### src/rtl/pic_pkg.sv
package pic_pkg;
  typedef enum logic [1:0] {CFG_RUN, CFG_BASE, CFG_CASC, CFG_MODE} cfg_state_t;
  localparam logic [2:0] OP_EOI_ANY  = 3'b001;
  localparam logic [2:0] OP_EOI_LINE = 3'b011;
  localparam int START_BIT = 4;
  localparam int OCW3_BIT  = 3;
  localparam int NO_CASC_BIT = 1;
  localparam int HAS_MODE_BIT = 0;
  localparam int AUTO_BIT = 1;
endpackage

### src/rtl/pic_prio.sv
module pic_prio #(
  parameter int N  = 8,
  parameter int IW = $clog2(N)
) (
  input  logic [N-1:0]  req,
  output logic          found,
  output logic [IW-1:0] idx
);
  always_comb begin
    found = 1'b0;
    idx   = '0;
    for (int i = N - 1; i >= 0; i--) begin
      if (req[i]) begin
        found = 1'b1;
        idx   = IW'(i);
      end
    end
  end
endmodule

### src/rtl/pic_regif.sv
module pic_regif
  import pic_pkg::*;
#(
  parameter int N  = 8,
  parameter int IW = $clog2(N)
) (
  input  logic          clk,
  input  logic          rst,
  input  logic          wr_en,
  input  logic          rd_en,
  input  logic          addr,
  input  logic [N-1:0]  wdata,
  input  logic [N-1:0]  irr,
  input  logic [N-1:0]  isr,
  output logic [N-1:0]  rdata,
  output logic [N-1:0]  mask,
  output logic [N-1:0]  base,
  output logic          aeoi,
  output logic          init_pulse,
  output logic          eoi_line_v,
  output logic [IW-1:0] eoi_line,
  output logic          eoi_any_v
);
  cfg_state_t state;
  logic       want_casc, want_mode, show_isr;
  logic       cmd_wr, dat_wr;

  assign cmd_wr = wr_en && !addr;
  assign dat_wr = wr_en && addr;

  always_comb begin
    init_pulse = cmd_wr && wdata[START_BIT];
    eoi_line_v = 1'b0;
    eoi_any_v  = 1'b0;
    eoi_line   = wdata[IW-1:0];
    if (cmd_wr && !wdata[START_BIT] && !wdata[OCW3_BIT]) begin
      eoi_line_v = (wdata[N-1:N-3] == OP_EOI_LINE);
      eoi_any_v  = (wdata[N-1:N-3] == OP_EOI_ANY);
    end
  end

  always_ff @(posedge clk) begin
    if (rst) begin
      state     <= CFG_RUN;
      want_casc <= 1'b0;
      want_mode <= 1'b0;
      show_isr  <= 1'b0;
      mask      <= '1;
      base      <= '0;
      aeoi      <= 1'b0;
    end else if (init_pulse) begin
      state     <= CFG_BASE;
      want_casc <= !wdata[NO_CASC_BIT];
      want_mode <= wdata[HAS_MODE_BIT];
      show_isr  <= 1'b0;
      if (!wdata[HAS_MODE_BIT]) aeoi <= 1'b0;
    end else if (cmd_wr && wdata[OCW3_BIT]) begin
      if (wdata[1]) show_isr <= wdata[0];
    end else if (dat_wr) begin
      case (state)
        CFG_RUN:  mask <= wdata;
        CFG_BASE: begin
          base  <= wdata;
          state <= want_casc ? CFG_CASC : (want_mode ? CFG_MODE : CFG_RUN);
        end
        CFG_CASC: state <= want_mode ? CFG_MODE : CFG_RUN;
        CFG_MODE: begin
          aeoi  <= wdata[AUTO_BIT];
          state <= CFG_RUN;
        end
        default:  state <= CFG_RUN;
      endcase
    end
  end

  always_ff @(posedge clk) begin
    if (rst) rdata <= '0;
    else if (rd_en) rdata <= addr ? mask : (show_isr ? isr : irr);
  end

  AST_MASK_LOAD: assert property (@(posedge clk) disable iff (rst)
    (dat_wr && state == CFG_RUN) |=> (mask == $past(wdata)));
  AST_INIT_ENTER: assert property (@(posedge clk) disable iff (rst)
    (cmd_wr && wdata[START_BIT]) |=> (state == CFG_BASE));
  AST_INIT_KEEPS_MASK: assert property (@(posedge clk) disable iff (rst)
    (state != CFG_RUN) |=> (mask == $past(mask)));
endmodule

### src/rtl/pic_core.sv
module pic_core #(
  parameter int N  = 8,
  parameter int IW = $clog2(N)
) (
  input  logic          clk,
  input  logic          rst,
  input  logic [N-1:0]  irq_in,
  input  logic [N-1:0]  mask,
  input  logic [N-1:0]  base,
  input  logic          aeoi,
  input  logic          init_pulse,
  input  logic          eoi_line_v,
  input  logic [IW-1:0] eoi_line,
  input  logic          eoi_any_v,
  input  logic          ack,
  output logic [N-1:0]  irr,
  output logic [N-1:0]  isr,
  output logic          int_out,
  output logic [N-1:0]  vec_out,
  output logic          vec_valid
);
  localparam logic [N-1:0] ONE = {{(N-1){1'b0}}, 1'b1};
  localparam logic [IW-1:0] SPUR_LINE = IW'(N - 1);

  logic [N-1:0]  irq_prev, pend, set_v, clr_eoi, clr_auto;
  logic          p_f, i_f, elig, phase, ack1, ack2, sel_spur;
  logic [IW-1:0] p_idx, i_idx, sel_lvl;

  assign pend = irr & ~mask;

  pic_prio #(.N(N), .IW(IW)) u_pend (.req(pend), .found(p_f), .idx(p_idx));
  pic_prio #(.N(N), .IW(IW)) u_isr  (.req(isr),  .found(i_f), .idx(i_idx));

  assign elig = p_f && (!i_f || (p_idx < i_idx));
  assign ack1 = ack && !phase;
  assign ack2 = ack && phase;

  always_comb begin
    set_v    = (ack1 && elig) ? (ONE << p_idx) : '0;
    clr_eoi  = '0;
    if (eoi_line_v) clr_eoi = clr_eoi | (ONE << eoi_line);
    if (eoi_any_v && i_f) clr_eoi = clr_eoi | (ONE << i_idx);
    clr_auto = (ack2 && aeoi && !sel_spur) ? (ONE << sel_lvl) : '0;
  end

  always_ff @(posedge clk) begin
    if (rst) begin
      irq_prev <= '0;
      irr      <= '0;
      isr      <= '0;
      phase    <= 1'b0;
      sel_lvl  <= '0;
      sel_spur <= 1'b0;
      int_out  <= 1'b0;
      vec_out  <= '0;
      vec_valid <= 1'b0;
    end else begin
      irq_prev <= irq_in;
      if (init_pulse) begin
        irr       <= '0;
        isr       <= '0;
        phase     <= 1'b0;
        int_out   <= 1'b0;
        vec_valid <= 1'b0;
      end else begin
        irr       <= ((irr | (irq_in & ~irq_prev)) & irq_in) & ~set_v;
        isr       <= (isr & ~clr_eoi & ~clr_auto) | set_v;
        int_out   <= elig;
        vec_valid <= ack2;
        if (ack) phase <= !phase;
        if (ack1) begin
          sel_lvl  <= elig ? p_idx : SPUR_LINE;
          sel_spur <= !elig;
        end
        if (ack2) vec_out <= base + N'(sel_lvl);
      end
    end
  end

  AST_GRANT_SETS_ISR: assert property (@(posedge clk) disable iff (rst)
    (ack1 && elig && !init_pulse) |=> isr[$past(p_idx)]);
  AST_SPUR_NO_ISR: assert property (@(posedge clk) disable iff (rst)
    (ack1 && !elig && !eoi_line_v && !eoi_any_v && !init_pulse) |=> (isr == $past(isr)));
  AST_VEC_AFTER_ACK2: assert property (@(posedge clk) disable iff (rst)
    (ack2 && !init_pulse) |=> vec_valid);
  AST_LINE_EOI_CLEARS: assert property (@(posedge clk) disable iff (rst)
    (eoi_line_v && !ack1) |=> !isr[$past(eoi_line)]);
  AST_INT_NEEDS_UNMASKED: assert property (@(posedge clk) disable iff (rst)
    $rose(int_out) |-> $past((irr & ~mask) != '0));
endmodule

### src/rtl/irq_prio_ctrl.sv
module irq_prio_ctrl #(
  parameter int N_IN = 8
) (
  input  logic            clk,
  input  logic            rst,
  input  logic            bus_wr,
  input  logic            bus_rd,
  input  logic            bus_addr,
  input  logic [N_IN-1:0] bus_wdata,
  output logic [N_IN-1:0] bus_rdata,
  input  logic [N_IN-1:0] irq_in,
  output logic            int_out,
  input  logic            ack,
  output logic [N_IN-1:0] vec_out,
  output logic            vec_valid
);
  localparam int IW = $clog2(N_IN);

  logic [N_IN-1:0] irr, isr, mask, base;
  logic            aeoi, init_pulse, eoi_line_v, eoi_any_v;
  logic [IW-1:0]   eoi_line;

  pic_regif #(.N(N_IN), .IW(IW)) u_regif (
    .clk(clk), .rst(rst), .wr_en(bus_wr), .rd_en(bus_rd), .addr(bus_addr),
    .wdata(bus_wdata), .irr(irr), .isr(isr), .rdata(bus_rdata), .mask(mask),
    .base(base), .aeoi(aeoi), .init_pulse(init_pulse), .eoi_line_v(eoi_line_v),
    .eoi_line(eoi_line), .eoi_any_v(eoi_any_v)
  );

  pic_core #(.N(N_IN), .IW(IW)) u_core (
    .clk(clk), .rst(rst), .irq_in(irq_in), .mask(mask), .base(base),
    .aeoi(aeoi), .init_pulse(init_pulse), .eoi_line_v(eoi_line_v),
    .eoi_line(eoi_line), .eoi_any_v(eoi_any_v), .ack(ack), .irr(irr),
    .isr(isr), .int_out(int_out), .vec_out(vec_out), .vec_valid(vec_valid)
  );
endmodule

### config.mk
export PLATFORM = sky130hd
export DESIGN_NAME = irq_prio_ctrl
export DESIGN_NICKNAME = d
export VERILOG_FILES = /design/src/rtl/pic_pkg.sv /design/src/rtl/pic_prio.sv /design/src/rtl/pic_regif.sv /design/src/rtl/pic_core.sv /design/src/rtl/irq_prio_ctrl.sv
export SDC_FILE = /design/constraint.sdc
export NUM_CORES = 1
export LEC_CHECK = 0
export BUFFER_PORTS_ARGS = -buffer_cell sky130_fd_sc_hd__buf_4
export CORE_MARGIN = 5
export CORE_UTILIZATION = 35
export CTS_BUF_LIST = sky130_fd_sc_hd__clkbuf_8
export DETAILED_ROUTE_END_ITERATION = 12
export GPL_TIMING_DRIVEN = 0
export PLACE_DENSITY = 0.53
export SYNTH_ARGS = -nofsm -noshare
export SYNTH_HDL_FRONTEND = slang
export SYNTH_SLANG_ARGS = --single-unit
### constraint.sdc
create_clock -name clk -period 1.9 [get_ports clk]
set_input_delay 0.095 -clock clk [delete_from_list [all_inputs] [get_ports clk]]
set_output_delay 0.095 -clock clk [all_outputs]
set_load 0.02 [all_outputs]
* Word-level counts from Yosys, hierarchy flattened
Cells that the tools add are included.
Operators by class: $add $sub $neg 1, order comparisons 1, equality and inequality tests 7, shift-type cells 4, mux-type cells 52, bitwise logic cells 16, reduce and logical (&&, ||, !) cells 36
Operator list (count):
- 3-bit 2-to-1 mux | 17
- 8-bit bitwise AND | 6
- 8-bit 2-to-1 mux | 6
- 8-bit inverter | 5
- 1-bit by 3-bit << shifter with 8-bit output, first input constant | 4
- 1-bit 2-to-1 mux | 26
- 8-bit OR | 3
- 1-bit logical AND | 13
- 4-bit AND reduction | 3
- 8-bit by 3-bit adder with 8-bit output | 1
- 1-bit zero test | 8
- 2-bit case mux with 3 select lines | 1
- 2-bit AND reduction | 3
- 3-bit AND reduction | 2
- 2-bit equality test, second input constant | 2
- 2-bit 2-to-1 mux | 2
- 2-bit inequality test, second input constant | 2
- 2-bit nonzero test | 2
- 4-bit nonzero test | 1
- 3-bit by 1-bit equality test with 1-bit output, second input constant | 1
- 3-bit by 2-bit equality test with 1-bit output, second input constant | 1
- 3-bit less-than comparator | 1
- 3-bit nonzero test | 1
- 2-bit by 1-bit equality test with 1-bit output, second input constant | 1
- other kinds (4) | 5
Storage, ports and cells: flip-flop bits (word level) 69, input bits 22, output and inout port bits 18, word-level logic and storage cells 135

* Longest topological paths before layout
Gate-level depths: netlist of the first run.
depth after elaboration 17, depth in mapped cells 8, depth with buffers taken out 8

* By module
Synthesis of the first run repeated with hierarchy kept, for this count alone.
Unflattened totals: cell total of the unflattened synthesis 402, area total of the unflattened synthesis 3603.5 µm²
Modules (own cells, without submodules):
- pic_core | instances 1, cells an instance 211, area an instance 1914.3 µm², seq. area each 780.7 µm²
- pic_regif | instances 1, cells an instance 165, area an instance 1529.0 µm², seq. area each 600.6 µm²
- pic_prio | instances 2, cells an instance 13, area an instance 80.1 µm², seq. area each 0.0 µm²

* Worst setup path before layout of the first run
OpenSTA, ideal clock, no wires.
path type register to register, start register u_regif.mask[7], end register u_core.isr[3], setup time 88 ps, arrival time 1985 ps, data required time 1812 ps, slack -173 ps, stages on the path, launching flop included 9, buffers on the path 0, clock period less this slack 2073 ps, path through dfxtp_1 -> and2b_1 -> nor4b_1 -> nor2_1 -> ha_1 -> nand2_1 -> a21oi_1 -> or3_4 -> o32ai_2
Between the ends: word-level cells in the longest chain between the ends 16, elaborated cells between the ends (all ways) 25, classes of those cells order compare: 1; shift: 1; mux: 17; bitwise: 3; reduce/logical: 3
RTL lines:
- start, declared | line pic_regif.sv:16 | output logic [N-1:0] mask,
- start signal, assigned | line pic_regif.sv:61 | CFG_RUN: mask <= wdata;
- 8-bit inverter (*) | line pic_core.sv:29 | assign pend = irr & ~mask;
- 8-bit bitwise AND (*) | line pic_core.sv:29
- 3-bit 2-to-1 mux (8 in series) | line pic_prio.sv:13 | if (req[i]) begin
- 3-bit less-than comparator | line pic_core.sv:34 | assign elig = p_f && (!i_f || (p_idx < i_idx));
- 1-bit logical OR | line pic_core.sv:34
- 1-bit logical AND | line pic_core.sv:34
- 1-bit logical AND | line pic_core.sv:39 | set_v = (ack1 && elig) ? (ONE << p_idx) : '0;
- 8-bit 2-to-1 mux (*) | line pic_core.sv:39
- 8-bit OR (*) | line pic_core.sv:67 | isr <= (isr & ~clr_eoi & ~clr_auto) | set_v;
- end signal, assigned | line pic_core.sv:67
- end, declared | line pic_core.sv:17 | output logic [N-1:0] isr,
Mark *: on every way between the ends. The rest lies on a longest branch, timed or not. A chain may end at the register's enable or synchronous reset.

* Worst setup path in the final report of the first run
Same ends and word-level chain as after synthesis.

==> results.json, run 1 <==
{
  "fin_skew_ns": 0.01256,
  "min_period_ns": 1.999,
  "path_class": "reg2reg",
  "hpwl_um": 7450,
  "synth_seq_area_share": 0.3916,
  "synth_warnings": 0,
  "portBuffers": 37,
  "wirelength_um": 10250,
  "setup_violations": 15,
  "place_ws_ns": -0.2591,
  "avgViaCountPerCell": 5.141,
  "gp_congestion": 0.8633,
  "startpoint_type": "flip-flop",
  "fin_crit_sh": 1.052,
  "drt_iter0_drc": 149,
  "ys_seq_elements": 69,
  "outcome": "finished, violations left",
  "worstPathMaxFanout": 4,
  "maxCapViolations": 0,
  "multi_input_area_um2": 2251,
  "rows": 36,
  "numCtsBuffers": 9,
  "postSynth.asyncResetShare": 0,
  "rsz0062_at_grt": "true",
  "syn_area_um2": 3527,
  "leakagePower_nw": 1.818,
  "layout-drive-gt1-share": 0.2677,
  "core_area_um2": 9819,
  "clkSlewWorstSetupHoldPaths_ns": 0.08,
  "p_total_mw": 3.175,
  "synth.avg_cell_area_um2": 8.398,
  "dieArea_um2": 12180,
  "diodes": 0,
  "syn_to_final_growth_pct": 29.30,
  "drc": 0,
  "peakVddDrop_mv": 0.3602,
  "cts_htree_levels": 3,
  "tightestPinTransition_ns": 0.6951,
  "fill_cells": 1007,
  "cp_data_arrival_time_ns": 2.26,
  "drt_first_pass_iters": 4,
  "synth_edf_count": 0,
  "hold_violations": 0,
  "grt_start_max_net_pins": 12,
  "wire_per_inst_um": 16.37,
  "clock-root-buffer": "clkbuf_8",
  "cp.required_ns": 2.16,
  "insertion_delay_ns": 0.34,
  "die_w_um": 110.4,
  "slew_headroom": 0.5366,
  "initial_utilization": 0.3592,
  "syn_nets": 452,
  "grt_pass1_wl_um": 16190,
  "slew_violations": 0,
  "gr-total-overflow": 0,
  "cp-end-kind": "flip-flop",
  "fin_util": 0.4645,
  "holdCritPathClass": "in2reg",
  "synthDistinctLibCells": 57,
  "layout_setup_ws_ns": -0.09873,
  "antenna_found_initial": 0,
  "max_freq_mhz": 500.3,
  "register_area_um2": 1394,
  "finalSetupTns_ns": -0.5925,
  "syn_inst": 420,
  "vias": 3218,
  "grt_pass1_vias": 3052,
  "nets": 521,
  "cts.sinks": 69,
  "clockBufferDepth": 2,
  "cts_tree": "built",
  "grt_usage": 0.1750,
  "ant_nets": 0,
  "violations": "setup timing",
  "die_h_um": 110.4,
  "synth-main-ff-cell": "dfxtp_1",
  "io_pins": 40,
  "powerDensity_nw_per_um2": 696.2
}
-- per-layer routing --
layer  up-vias  GRT usage  share of wire
met2        85     0.2721           0.46
li1       1614          -              -
met5         -          0              0
met3         6    0.03902          0.046
met4         0    0.05717         0.0089
met1      1513     0.2407           0.48
-- through the flow --
stage | std cells | area, µm² | hold slack [ns]
3_3_place_gp | 590 | 3981 | 0.3316
6_report | 626 | 4561 | 0.01441
2_1_floorplan | 420 | 3537 | 0.1751
4_1_cts | 615 | 4343 | 0.001054
3_5_place_dp | 590 | 3981 | 0.3353
5_1_grt | 626 | 4561 | 0.01869
-- synth_stat cells, types with 6 or more instances --
cell type	number	area, µm²
o21ai_0	22	110.1
inv_1	21	78.83
nor2b_1	16	100.1
ha_1	9	112.6
nor2_1	58	217.7
nand2_1	45	168.9
a211oi_1	15	112.6
nand3_1	15	75.07
nand3b_1	10	75.07
clkbuf_1	14	52.55
dfxtp_1	69	1381
nand2b_1	10	62.56
nor3_1	6	30.03
a21oi_1	12	60.06
mux2i_1	27	270.3
-- where the power goes --
part | switching [mW] | total, mW | internal [mW] | leakage (nW)
logic | 0.324 | 0.579 | 0.255 | 1.16
clock network | 0.557 | 1.01 | 0.455 | 0.0898
registers | 0.0619 | 1.58 | 1.52 | 0.567
total | 0.943 | 3.17 | 2.23 | 1.82
-- placed cells by master, fill, tap and decap left out, types with 3 or more instances in the layout --
cell type	instances
dfxtp_1	59
nor2_1	53
buf_4	53
nand2_1	43
mux2i_1	27
inv_1	22
o21ai_0	21
nand3_1	15
clkbuf_1	14
nor2b_1	12
a21oi_1	11
nand3b_1	10
dfxtp_2	10
a211oi_1	9
clkbuf_8	9
ha_1	8
nand2b_1	7
a211oi_2	6
nor3_1	5
o2111ai_1	5
xnor2_1	4
clkinv_2	4
dlygate4sd3_1	4
nand2b_4	3
nand4_1	3
nor2_2	3
nor2b_2	3
a31oi_1	3
a31o_2	3
and3_1	3
xor2_1	3
-- cell families after synthesis --
kind of cell	share of synthesized area
AOI/OAI and AO/OA	0.1763
xor gates and xnor gates	0.01738
adders and majority gates	0.03760
buffers and inverters	0.04399
DFF	0.3916
muxes	0.07662
and+or+nand+nor	0.2565
-- sequential cells by signal, summed over array words and instances, names as in the netlist --
name,cells
u_regif.want_mode,1
u_core.isr,8
u_regif.mask,8
u_core.irq_prev,8
u_regif.state,2
u_core.sel_spur,1
u_regif.rdata,8
u_core.vec_out,8
u_core.vec_valid,1
u_regif.aeoi,1
u_regif.show_isr,1
u_core.int_out,1
u_regif.want_casc,1
u_core.sel_lvl,3
u_core.irr,8
u_core.phase,1
u_regif.base,8
-- worst paths after layout --
kind	start	endpoint	slack, ns	depth (start not counted)
hold / removal	irq_in[1]	u_core.irq_prev[1]	0.01	2
hold reg to reg	u_regif.aeoi	u_regif.aeoi	0.47	2
setup reg to reg	u_regif.mask[7]	u_core.isr[3]	-0.1	8
setup / recovery	u_regif.mask[7]	u_core.isr[3]	-0.1	8
-- timing repair --
| action | in CTS | in global routing |
|---|---|---|
| hold buffers | 4 | 0 |
| pin swaps | 8 | 14 |
| gates resized for setup | 29 | 31 |
| gates cloned | 1 | 0 |
| endpoints found under the setup margin | 20 | 23 |
| setup buffers | 5 | 11 |
| hold endpoints to repair | 6 | 0 |
-- worst max-delay path, stage by stage, from the launching register on --
cell and delay [ns]:
dfxtp_2 0.35, and2b_2 0.24, nor4b_4 0.26, nor2_2 0.10, ha_4 0.25, nand2_2 0.08
a21oi_2 0.04, or3_4 0.38, o32ai_2 0.20
-- area by class of cell --
| cell class | instances | share of cell area |
|---|---|---|
| Inverter | 21 | 0.01728 |
| Multi-Input combinational cell | 313 | 0.4936 |
| Timing Repair Buffer | 57 | 0.09602 |
| Clock inverter | 6 | 0.007133 |
| Sequential cell | 69 | 0.3056 |
| Buffer | 18 | 0.01674 |
| Clock buffer | 9 | 0.02716 |
| Tap cell | 133 | 0.03649 |
Note: power is estimated with default switching activity, not from simulation.
==> run 2, diff against run 1 <==
--- a/config.mk
+++ b/config.mk
@@ -10,7 +10,6 @@
 export CORE_UTILIZATION = 35
 export CTS_BUF_LIST = sky130_fd_sc_hd__clkbuf_8
 export DETAILED_ROUTE_END_ITERATION = 12
-export GPL_TIMING_DRIVEN = 0
 export PLACE_DENSITY = 0.53
 export SYNTH_ARGS = -nofsm -noshare
 export SYNTH_HDL_FRONTEND = slang
==> run 2 against run 1 <==
Sequential share of layout area decreased by 2.1 points. Sequential power about the same. Sequential cell count stayed put. The flow now finishes without violations. Wire length up 3.2%. Highest routed layer unchanged. Via count rose by 3.4%. Largest cell class unchanged. Combinational power rose by 12%. Worst hold slack improved by 0.011 ns. Final cell count is 6.4% higher. Register-to-register slack better by 0.10 ns. Critical path type unchanged.
==> results.json, run 2 (synthesized netlist as in run 1, its figures left out) <==
{
  "nets": 560,
  "antenna_found_initial": 0,
  "powerDensity_nw_per_um2": 677.6,
  "wirelength_um": 10580,
  "min_period_ns": 1.895,
  "die_w_um": 110.4,
  "die_h_um": 110.4,
  "maxCapViolations": 0,
  "worstPathMaxFanout": 4,
  "setup_violations": 0,
  "dieArea_um2": 12180,
  "gr-total-overflow": 0,
  "drt_iter0_drc": 154,
  "io_pins": 40,
  "numCtsBuffers": 9,
  "fin_util": 0.4967,
  "cts_tree": "built",
  "max_freq_mhz": 527.6,
  "p_total_mw": 3.305,
  "clock-root-buffer": "clkbuf_8",
  "hold_violations": 0,
  "grt_usage": 0.1869,
  "holdCritPathClass": "in2reg",
  "cp_data_arrival_time_ns": 2.17,
  "hpwl_um": 8143,
  "cp.required_ns": 2.17,
  "grt_pass1_vias": 3332,
  "drc": 0,
  "fill_cells": 977,
  "rows": 36,
  "peakVddDrop_mv": 0.3614,
  "layout-drive-gt1-share": 0.3265,
  "tightestPinTransition_ns": 0.5571,
  "leakagePower_nw": 2.062,
  "path_class": "reg2reg",
  "ant_nets": 0,
  "grt_start_max_net_pins": 26,
  "clockBufferDepth": 2,
  "mostFrequentLayoutCell": "buf_4",
  "gp_congestion": 0.8958,
  "portBuffers": 39,
  "fin_skew_ns": 0.01323,
  "layout_common_cells": "buf_4, dfxtp_1, nor2_1",
  "vias": 3328,
  "startpoint_type": "flip-flop",
  "outcome": "finished, final reports clean",
  "wire_per_inst_um": 15.88,
  "syn_to_final_growth_pct": 38.28,
  "insertion_delay_ns": 0.35,
  "avgViaCountPerCell": 4.997,
  "cp-end-kind": "flip-flop",
  "fin_crit_sh": 0.9975,
  "clkSlewWorstSetupHoldPaths_ns": 0.08,
  "cts.sinks": 69,
  "cts_htree_levels": 3,
  "rsz0062_at_grt": "true",
  "core_area_um2": 9819,
  "drt_first_pass_iters": 4,
  "finalSetupTns_ns": 0,
  "diodes": 0,
  "grt_pass1_wl_um": 17130,
  "initial_utilization": 0.3592,
  "slew_headroom": 0.6286,
  "slew_violations": 0
}
==> run 2: cell count changes in the layout (fill, tap and decap cells not counted), sizes merged <==
cell	change
a31oi	-1
clkinvlp	+2
dlygate4sd3	+5
clkbuf	-13
clkinv	-1
inv	-1
buf	+49
==> run 2: per-layer routing <==
| metal | up-vias | GRT usage | routed length (µm) |
|---|---|---|---|
| li1 | 1689 | - | - |
| met1 | 1550 | 0.2380 | 4788 |
| met2 | 71 | 0.3037 | 5047 |
| met3 | 18 | 0.04601 | 467 |
| met4 | 0 | 0.07388 | 272 |
| met5 | - | 0 | 0 |
==> run 2: timing repair <==
item                       CTS  global route
setup endpoints to repair   19            23
hold endpoints to repair     9             0
hold buffers                 9             0
cloned                       0             0
setup buffers                6             1
pin swaps                    5             6
gates resized for setup     22            24
==> run 2: through the flow <==
stage	area, µm²	std cells	setup WS [ns]	hold slack [ns]
3_5_place_dp	4370	634	-0.09330	0.3544
2_1_floorplan	3537	420	-0.03632	0.1751
5_1_grt	4877	666	-0.07911	0.008974
3_3_place_gp	4370	634	-0.04064	0.3494
4_1_cts	4770	665	0.005605	0.003939
6_report	4877	666	0.004788	0.02492
==> run 2: critical path, cell delays in order (launching register included) <==
cell	delay, ns
dfxtp_2	0.36
and2b_1	0.24
o21bai_2	0.10
a2111oi_4	0.45
a21oi_2	0.10
or3_4	0.37
o31ai_2	0.21
==> run 2: report_power, final <==
part           leakage (nW)  total, mW  switching [mW]  internal, mW
logic                  1.41      0.646           0.332         0.314
registers             0.566       1.57          0.0507          1.52
clock network        0.0880       1.09           0.584         0.504
total                  2.06       3.30           0.966          2.34
==> run 2: final timing paths <==
check	slack (ns)	cells after the start	from	end
worst max-delay path	0.005	6	u_core.isr[6]	u_core.isr[7]
worst min-delay path	0.02	3	bus_wdata[3]	u_regif.mask[3]
worst max register to register	0.005	6	u_core.isr[6]	u_core.isr[7]
worst min register to register	0.48	2	u_regif.aeoi	u_regif.aeoi
==> run 2: layout make-up <==
| cell class | instances | area [µm²] | share of cell area |
|---|---|---|---|
| Timing Repair Buffer | 115 | 889.6 | 0.1824 |
| Tap cell | 133 | 166.4 | 0.03412 |
| Inverter | 21 | 78.83 | 0.01616 |
| Clock buffer | 10 | 137.6 | 0.02822 |
| Clock inverter | 6 | 38.79 | 0.007953 |
| Multi-Input combinational cell | 312 | 2176 | 0.4461 |
| Sequential cell | 69 | 1390 | 0.2850 |
==> run 3, diff against run 2 <==
--- a/config.mk
+++ b/config.mk
@@ -6,7 +6,6 @@
 export NUM_CORES = 1
 export LEC_CHECK = 0
 export BUFFER_PORTS_ARGS = -buffer_cell sky130_fd_sc_hd__buf_4
-export CORE_MARGIN = 5
 export CORE_UTILIZATION = 35
 export CTS_BUF_LIST = sky130_fd_sc_hd__clkbuf_8
 export DETAILED_ROUTE_END_ITERATION = 12
==> run 3 against run 2 <==
The run now ends with setup timing left. Register-to-register slack got worse by 0.08 ns. Combinational power increased by 0.6%. Utilization increased by 1.1 points. Sequential power about the same. Die area decreased by 14%. Global-route usage increased by 2.7 points. Via count about the same. Critical path depth increased by 2. Critical path type unchanged. Critical endpoint is now u_core.sel_lvl[2].
==> results.json, run 3 (synthesized netlist as in run 1, its figures left out) <==
{
  "switchingPower_mw": 0.9767,
  "holdCritPathClass": "in2reg",
  "fin_skew_ns": 0.007815,
  "initial_utilization": 0.3609,
  "antenna_found_initial": 0,
  "r2r_start": "u_regif.mask[7]",
  "hold_depth": 3,
  "drt_first_pass_iters": 4,
  "avgViaCountPerCell": 4.998,
  "hold_violations": 0,
  "mostFrequentLayoutCell": "buf_4",
  "rows": 36,
  "die_h_um": 102.4,
  "layout_setup_ws_ns": -0.07240,
  "path_class": "reg2reg",
  "wirelength_um": 10560,
  "rsz0062_at_grt": "true",
  "multi_input_area_um2": 2172,
  "vias": 3329,
  "layout-drive-gt1-share": 0.3096,
  "fin_area_um2": 4959,
  "wire_per_inst_um": 15.85,
  "syn_to_final_growth_pct": 40.58,
  "insertion_delay_ns": 0.35,
  "cts_htree_levels": 3,
  "peakVddDrop_mv": 0.4714,
  "register_area_um2": 1383,
  "fill_cells": 956,
  "r2r_end": "u_core.sel_lvl[2]",
  "hold_start": "bus_wdata[7]",
  "fin_util": 0.5073,
  "fin_crit_sh": 1.038,
  "grt_usage": 0.2135,
  "grt_start_max_net_pins": 43,
  "grt_pass1_vias": 3210,
  "pwr-share-comb": 0.177,
  "dieArea_um2": 10480,
  "hpwl_um": 7829,
  "ant_nets": 0,
  "min_period_ns": 1.972,
  "tightestPinTransition_ns": 0.5420,
  "slowest_stage": "dfxtp_2",
  "worstPathMaxFanout": 3,
  "place_area_um2": 4340,
  "violations": "setup timing",
  "ff2ff_path_depth": 8,
  "slew_headroom": 0.6387,
  "powerDensity_nw_per_um2": 742.0,
  "slew_violations": 0,
  "holdPathEnd": "u_regif.base[7]",
  "layout_common_cells": "buf_4, dfxtp_1, nor2_1",
  "cts_tree": "built",
  "clkSlewWorstSetupHoldPaths_ns": 0.08,
  "path_cells": "and2b_2, nor4b_4, nor2_2, ha_4, nand2_4, buf_6, o21bai_4, a311oi_2",
  "gr-total-overflow": 0,
  "cts.sinks": 69,
  "max_freq_mhz": 507.0,
  "numCtsBuffers": 9,
  "maxCapViolations": 0,
  "setup_violations": 10,
  "pwr-share-clk": 0.397,
  "sw_frac_of_total": 0.2655,
  "grt_pass1_wl_um": 16570,
  "cp-end-kind": "flip-flop",
  "outcome": "finished, violations left",
  "diodes": 0,
  "nets": 560,
  "p_seq_frac": 0.427,
  "clock-root-buffer": "clkbuf_8",
  "drt_iter0_drc": 101,
  "leakagePower_nw": 2.103,
  "critPathMaxStageDelay_ns": 0.32,
  "cp_data_arrival_time_ns": 2.23,
  "io_pins": 40,
  "die_w_um": 102.4,
  "internal_power_mw": 2.703,
  "cp.required_ns": 2.16,
  "drc": 0,
  "portBuffers": 39,
  "r2r_slack_ns": -0.07,
  "clockBufferDepth": 2,
  "core_area_um2": 9774,
  "gp_congestion": 0.8228,
  "startpoint_type": "flip-flop"
}
run 3: changes by cell type in the layout (fill, tap and decap cells not counted), sizes merged, moves of 2 or more:
cell,change
buf,-3
bufinv,+3
dlygate4sd3,+3
clkinv,-2
run 3: repair_timing:
action	4_1_cts	5_1_grt
hold buffers	12	0
endpoints found under the hold margin	12	0
setup endpoints to repair	19	23
setup buffers	2	6
gates resized for setup	9	37
pin swaps	7	14
run 3: through the flow:
stage / cells / setup WS (ns) / hold WS, ns / total power [mW] / setup TNS (ns)
after CTS: 660 / -0.04393 / 0.006041 / 3.653 / -0.3028
after detailed placement: 630 / -0.1007 / 0.3511 / 2.152 / -0.9600
after global placement: 630 / -0.03757 / 0.3481 / 2.147 / -0.09739
after floorplan: 420 / -0.03632 / 0.1751 / 1.897 / -0.04611
after global routing: 666 / -0.1394 / 0.01710 / 3.857 / -1.539
final: 666 / -0.07240 / 0.02379 / 3.679 / -0.2771
run 3: worst max-delay path by stage:
stage,endpoint,depth (start not counted),from
CTS,u_core.isr[3],8,u_regif.mask[7]
floorplan,u_core.isr[3],8,u_regif.mask[7]
detailed placement,u_core.isr[3],8,u_regif.mask[7]
global placement,u_core.isr[3],8,u_regif.mask[6]
global route,u_core.sel_lvl[2],8,u_regif.mask[7]
finish,u_core.sel_lvl[2],8,u_regif.mask[7]
run 3: power by group through the flow:
stage                     sequential [mW]  combinational [mW]  clock, mW
after detailed placement             1.60               0.551          0
after global routing                 1.58               0.705       1.57
final                                1.57               0.650       1.46
after floorplan                      1.62               0.278          0
after global placement               1.60               0.548          0
after CTS                            1.57               0.589       1.50
run 3: layer usage:
| metal | up-vias | wire length, µm | global-route usage |
|---|---|---|---|
| met2 | 63 | 4935 | 0.3500 |
| met1 | 1547 | 5060 | 0.2740 |
| met5 | - | 0 | 0 |
| li1 | 1700 | - | - |
| met4 | 0 | 238 | 0.08352 |
| met3 | 19 | 324 | 0.04514 |
run 3: area by class of cell:
type,instances,area share
Inverter,21,0.01590
Timing Repair Buffer,115,0.1855
Sequential cell,69,0.2788
Clock inverter,7,0.02321
Multi-Input combinational cell,312,0.4381
Tap cell,133,0.03356
Clock buffer,9,0.02498
run 3: worst max-delay path: cells and delay by family, from the launching register on:
kind | cells | cell delay (ns)
fa+ha+maj | 1 | 0.29
flops | 1 | 0.32
compound gates | 2 | 0.47
buf+inv | 1 | 0.13
simple gates | 4 | 0.68
